<file path="src/rtl/sseq_pkg.sv">
`timescale 1ns/1ps
package sseq_pkg;
    localparam int SSEQ_NCH       = 8;
    localparam int SSEQ_DW        = 14;
    localparam int SSEQ_FIRST_LAT = 17;
    localparam int SSEQ_CADENCE   = 3;

    typedef enum logic {
        ST_IDLE = 1'b0,
        ST_BUSY = 1'b1
    } sseq_state_e;

    typedef struct packed {
        logic accept;
        logic emit;
    } sseq_evt_t;

    // Index of the final lane for a requested count, clamped to [1, nch].
    function automatic int unsigned last_index(input int unsigned req,
                                               input int unsigned nch);
        if (req == 0)  return 0;
        if (req > nch) return nch - 1;
        return req - 1;
    endfunction
endpackage

</file>
<file path="src/rtl/sseq_timer.sv">
`timescale 1ns/1ps
module sseq_timer
    import sseq_pkg::*;
#(
    parameter int NCH       = SSEQ_NCH,
    parameter int FIRST_LAT = SSEQ_FIRST_LAT,
    parameter int CADENCE   = SSEQ_CADENCE,
    parameter int CH_W      = $clog2(NCH),
    parameter int NC_W      = $clog2(NCH + 1)
) (
    input  logic            clk,
    input  logic            rst,
    input  logic            start_i,
    input  logic [NC_W-1:0] nchan_i,
    output sseq_evt_t       evt_o,
    output logic [CH_W-1:0] ch_o,
    output logic            eoc_n_o,
    output logic            eolc_n_o
);
    localparam int CNT_MAX = (FIRST_LAT > CADENCE) ? FIRST_LAT : CADENCE;
    localparam int CNT_W   = $clog2(CNT_MAX);

    sseq_state_e      state_q;
    logic             conv_q;
    logic [CNT_W-1:0] cnt_q;
    logic [CH_W-1:0]  ch_q;
    logic [CH_W-1:0]  last_q;
    logic             accept;
    logic             emit;

    assign accept = start_i && !conv_q && (state_q == ST_IDLE);
    assign emit   = (state_q == ST_BUSY) && (cnt_q == '0);
    assign evt_o  = '{accept: accept, emit: emit};
    assign ch_o   = ch_q;

    always_ff @(posedge clk) begin
        if (rst) begin
            state_q  <= ST_IDLE;
            conv_q   <= 1'b0;
            cnt_q    <= '0;
            ch_q     <= '0;
            last_q   <= '0;
            eoc_n_o  <= 1'b1;
            eolc_n_o <= 1'b1;
        end else begin
            conv_q  <= start_i;
            eoc_n_o <= 1'b1;
            if (accept) begin
                state_q  <= ST_BUSY;
                cnt_q    <= CNT_W'(FIRST_LAT - 1);
                ch_q     <= '0;
                last_q   <= CH_W'(last_index(int'(nchan_i), NCH));
                eolc_n_o <= 1'b1;
            end else if (state_q == ST_BUSY) begin
                if (emit) begin
                    eoc_n_o <= 1'b0;
                    if (ch_q == last_q) begin
                        state_q  <= ST_IDLE;
                        eolc_n_o <= 1'b0;
                    end else begin
                        ch_q  <= ch_q + 1'b1;
                        cnt_q <= CNT_W'(CADENCE - 1);
                    end
                end else begin
                    cnt_q <= cnt_q - 1'b1;
                end
            end
        end
    end

    AST_EOC_ONE_CLK: assert property (@(posedge clk) disable iff (rst)
        !eoc_n_o |=> eoc_n_o);
    AST_EOC_NEEDS_BUSY: assert property (@(posedge clk) disable iff (rst)
        !eoc_n_o |-> $past(state_q == ST_BUSY));
    AST_EOLC_WITH_EOC: assert property (@(posedge clk) disable iff (rst)
        $fell(eolc_n_o) |-> !eoc_n_o);
    AST_EOLC_HOLD: assert property (@(posedge clk) disable iff (rst)
        (!eolc_n_o && !accept) |=> !eolc_n_o);
    AST_CH_BOUND: assert property (@(posedge clk) disable iff (rst)
        ch_q <= last_q);
endmodule

</file>
<file path="src/rtl/sseq_hold.sv">
`timescale 1ns/1ps
module sseq_hold
    import sseq_pkg::*;
#(
    parameter int NCH  = SSEQ_NCH,
    parameter int DW   = SSEQ_DW,
    parameter int CH_W = $clog2(NCH)
) (
    input  logic              clk,
    input  logic              rst,
    input  sseq_evt_t         evt_i,
    input  logic [CH_W-1:0]   ch_i,
    input  logic [NCH*DW-1:0] samples_i,
    output logic [DW-1:0]     result_o
);
    logic [DW-1:0] lane_q [NCH];

    for (genvar g = 0; g < NCH; g++) begin : g_lane
        always_ff @(posedge clk) begin
            if (rst)               lane_q[g] <= '0;
            else if (evt_i.accept) lane_q[g] <= samples_i[g*DW +: DW];
        end
    end

    always_ff @(posedge clk) begin
        if (rst)             result_o <= '0;
        else if (evt_i.emit) result_o <= lane_q[ch_i];
    end

    AST_RESULT_STEADY: assert property (@(posedge clk) disable iff (rst)
        !evt_i.emit |=> $stable(result_o));
endmodule

</file>
<file path="src/rtl/sseq_bus.sv">
`timescale 1ns/1ps
module sseq_bus
    import sseq_pkg::*;
#(
    parameter int DW = SSEQ_DW
) (
    input  logic          sel_n_i,
    input  logic          rd_n_i,
    input  logic [DW-1:0] data_i,
    output logic [DW-1:0] data_o,
    output logic          oe_o
);
    always_comb begin
        oe_o   = !sel_n_i && !rd_n_i;
        data_o = oe_o ? data_i : '0;
    end
endmodule

</file>
<file path="src/rtl/sseq_result_seq.sv">
`timescale 1ns/1ps
module sseq_result_seq
    import sseq_pkg::*;
#(
    parameter int NCH       = SSEQ_NCH,
    parameter int DW        = SSEQ_DW,
    parameter int FIRST_LAT = SSEQ_FIRST_LAT,
    parameter int CADENCE   = SSEQ_CADENCE,
    localparam int CH_W     = $clog2(NCH),
    localparam int NC_W     = $clog2(NCH + 1)
) (
    input  logic              clk,
    input  logic              rst,
    input  logic              start_i,
    input  logic              sel_n_i,
    input  logic              rd_n_i,
    input  logic [NC_W-1:0]   nchan_i,
    input  logic [NCH*DW-1:0] samples_i,
    output logic              eoc_n_o,
    output logic              eolc_n_o,
    output logic [DW-1:0]     dout_o,
    output logic              dout_oe_o
);
    sseq_evt_t       evt;
    logic [CH_W-1:0] ch;
    logic [DW-1:0]   result;

    sseq_timer #(
        .NCH(NCH), .FIRST_LAT(FIRST_LAT), .CADENCE(CADENCE),
        .CH_W(CH_W), .NC_W(NC_W)
    ) u_timer (
        .clk(clk), .rst(rst), .start_i(start_i), .nchan_i(nchan_i),
        .evt_o(evt), .ch_o(ch), .eoc_n_o(eoc_n_o), .eolc_n_o(eolc_n_o)
    );

    sseq_hold #(.NCH(NCH), .DW(DW), .CH_W(CH_W)) u_hold (
        .clk(clk), .rst(rst), .evt_i(evt), .ch_i(ch),
        .samples_i(samples_i), .result_o(result)
    );

    sseq_bus #(.DW(DW)) u_bus (
        .sel_n_i(sel_n_i), .rd_n_i(rd_n_i), .data_i(result),
        .data_o(dout_o), .oe_o(dout_oe_o)
    );

    AST_PORT_RELEASED: assert property (@(posedge clk) disable iff (rst)
        (sel_n_i || rd_n_i) |-> (!dout_oe_o && dout_o == '0));
endmodule

</file>
<file path="config.mk">
export PLATFORM = sky130hd
export DESIGN_NAME = sseq_result_seq
export DESIGN_NICKNAME = d
export VERILOG_FILES = /design/src/rtl/sseq_pkg.sv /design/src/rtl/sseq_timer.sv /design/src/rtl/sseq_hold.sv /design/src/rtl/sseq_bus.sv /design/src/rtl/sseq_result_seq.sv
export SDC_FILE = /design/constraint.sdc
export NUM_CORES = 1
export LEC_CHECK = 0
export ABC_AREA = 1
export CAP_MARGIN = 40
export CORE_ASPECT_RATIO = 1.5
export CORE_UTILIZATION = 56
export DETAILED_ROUTE_END_ITERATION = 8
export PLACE_DENSITY = 0.86
export SYNTH_ARGS = -nofsm -noshare
export SYNTH_HDL_FRONTEND = slang
export SYNTH_SLANG_ARGS = --single-unit
</file>
<file path="constraint.sdc">
create_clock -name clk -period 12.3 [get_ports clk]
set_input_delay 2.46 -clock clk [delete_from_list [all_inputs] [get_ports clk]]
set_output_delay 2.46 -clock clk [all_outputs]
set_load 0.02 [all_outputs]
</file>
==> results.json <==
{
  "synth_seq_cells": 141,
  "rows": 48,
  "areaGrowthSynthToFinish_pct": 30.3,
  "cts_setup_buffers": 0,
  "fin_cells": 1095,
  "grt_pass1_vias": 5374,
  "hp-class": "reg -> reg",
  "num-nets-final": 1056,
  "overflow": 0,
  "initial_core_util_pct": 57.9,
  "cts_resized": 0,
  "synth.distinct_cells": 24,
  "clockRootBuffer": "clkbuf_16",
  "h-tree-depth": 4,
  "hold_viol_final": 0,
  "drc": 1,
  "synth_cells": 808,
  "slew_headroom_pct": 52.1,
  "drtAntennaViolNets": 0,
  "grt_pass1_wl_um": 26200,
  "placed_cell_area_um2": 8170,
  "hold_buffers": 0,
  "vdd_ir_drop_max_mv": 0.109,
  "status": "finished with violations",
  "period_needed_ns": 6.43,
  "violations": "DRC",
  "dr.pass1.iters": 9,
  "avgSynthCellArea_um2": 8.30,
  "cp.required_ns": 9.84,
  "gp_congestion": 0.818,
  "portBuffers": 137,
  "fp.dieW_um": 91.4,
  "pwr_density_cell_nw_per_um2": 138,
  "layout-drive-gt1-share_pct": 5.19,
  "tns_ns": 0,
  "dieHeight_um": 136,
  "cts_sinks": 141,
  "clk_pin_slew_ns": 0.06,
  "n_antenna_cell": 0,
  "power.leakage_nw": 4.00,
  "cp_max_fo": 14,
  "dp_hpwl_um": 11600,
  "syn-num-nets": 932,
  "cp-start-kind": "input pin",
  "clk_latency_ns": 0.42,
  "cap_violations": 0,
  "via_count": 5566,
  "core_area_um2": 11600,
  "drt_iter0_drc": 564,
  "cts_tree": "yes",
  "worstMarginPinSlew_ns": 0.717,
  "endpoint_kind": "primary output",
  "cts_buffer_depth": 2,
  "rsz0062_at_grt": "false",
  "wirelength_um": 16500,
  "ios": 138,
  "fin_crit_sh_pct": 52.3,
  "fmax_mhz": 156,
  "cts-buffers-inserted": 17,
  "syn_area_um2": 6710,
  "slew_violations": 0,
  "routed_via_density": 5.08,
  "clock-skew-final_ns": 0.00779,
  "nFillCells": 787,
  "ys_seq_area_share_pct": 58.8,
  "cp.arrival_ns": 3.97,
  "stdcell_area_um2": 8740,
  "dp_cells": 1063,
  "synth_warnings": 0,
  "setup_viol": 0,
  "die_area_um2": 12400,
  "antenna_found_initial": 0,
  "grt_max_degree": 76,
  "path_class": "in -> out",
  "wl_per_cell_um": 15.1,
  "grt_usage_pct": 28.5
}
## cells in the final DEF (no fill, tap or decap), types with 2 or more instances in the layout
master           count
a21oi_1             23
buf_16               2
buf_4                4
clkbuf_16           20
clkdlybuf4s50_1    137
clkinv_2             5
dfxtp_1             28
edfxtp_1           112
ha_1                 3
inv_1              144
inv_2                4
inv_4                3
nand2_1            208
nand3_1             52
nor2_1             165
nor2_2               2
o21ai_0             12
o21ai_1              4
o22ai_1              2
xnor2_1              2
## cell type report
class	count	area, um2	share of cell area [%]
clock buffer	23	523	5.98
multi-input combinational	479	1990	22.7
inverter	148	556	6.35
clock inverter	9	52.6	0.601
sequential	141	3950	45.1
timing repair buffer	145	1490	17.1
tap	150	188	2.15
## cell usage after synthesis (all sizes together)
library cell / count / share of area (%)
nand3: 53 / 4.0
o21ai: 16 / 1.2
a21oi: 23 / 1.7
xor2: 1 / 0.13
buf: 36 / 3.2
dfxtp: 29 / 8.7
o31ai: 1 / 0.11
o22ai: 2 / 0.19
nand2: 210 / 12
clkbuf: 4 / 0.22
o21a: 1 / 0.11
nor2: 167 / 9.4
ha: 3 / 0.56
xnor2: 2 / 0.26
inv: 148 / 8.3
edfxtp: 112 / 50
## sequential cells by signal, summed over array words and instances (netlist names)
name / count
u_hold.lane_q: 112
u_hold.result_o: 14
u_timer.ch_o: 3
u_timer.cnt_q: 5
u_timer.conv_q: 1
u_timer.eoc_n_o: 1
u_timer.eolc_n_o: 1
u_timer.last_q: 3
u_timer.state_q: 1
## metrics by stage
step                worst slack [ns]  hold WS, ns  total power [mW]  utilization (%)
floorplan                       6.38        0.444             0.654                -
global placement                5.94        0.438             0.712             69.7
detailed placement              5.85        0.449             0.723             70.5
CTS                             5.85        0.459              1.20             75.4
global route                    5.73        0.490              1.24             75.4
finish                          5.87        0.458              1.20             75.4
## critical path, cell delays in order
cell and delay (ns):
clkdlybuf4s50_1 0.39, nor2_1 0.15, inv_1 0.19, nor2_1 0.15
clkdlybuf4s50_1 0.62
## final timing paths
kind / cells after the start / end / from / slack [ns]
hold / removal: 2 / u_timer.eolc_n_o / u_timer.eolc_n_o / 0.46
setup reg to reg: 5 / u_hold.lane_q[3][9] / u_timer.state_q / 10.16
setup / recovery: 5 / dout_o[4] / rd_n_i / 5.87
hold reg to reg: 2 / u_timer.eolc_n_o / u_timer.eolc_n_o / 0.46
## routing by layer
metal,track usage [%],part of all wire [%]
met5,0,0
met2,52.1,55
met1,29.5,34
met4,17.1,5.8
met3,6.49,5.3
## report_power, final
part           leakage (nW)  switching, mW  total, mW  internal (mW)
clock                 0.296          0.191      0.490          0.299
sequential             1.44         0.0129      0.568          0.555
combinational          2.26         0.0821      0.147         0.0649
## cells by family after synthesis
family,Yosys count,synth area share [%]
flops,141,58.8
xor+xnor,3,0.392
compound gates,43,3.32
fa+ha+maj,3,0.560
buf+inv,188,11.7
simple gates,430,25.2
Note: power is estimated with default switching activity, not from simulation.
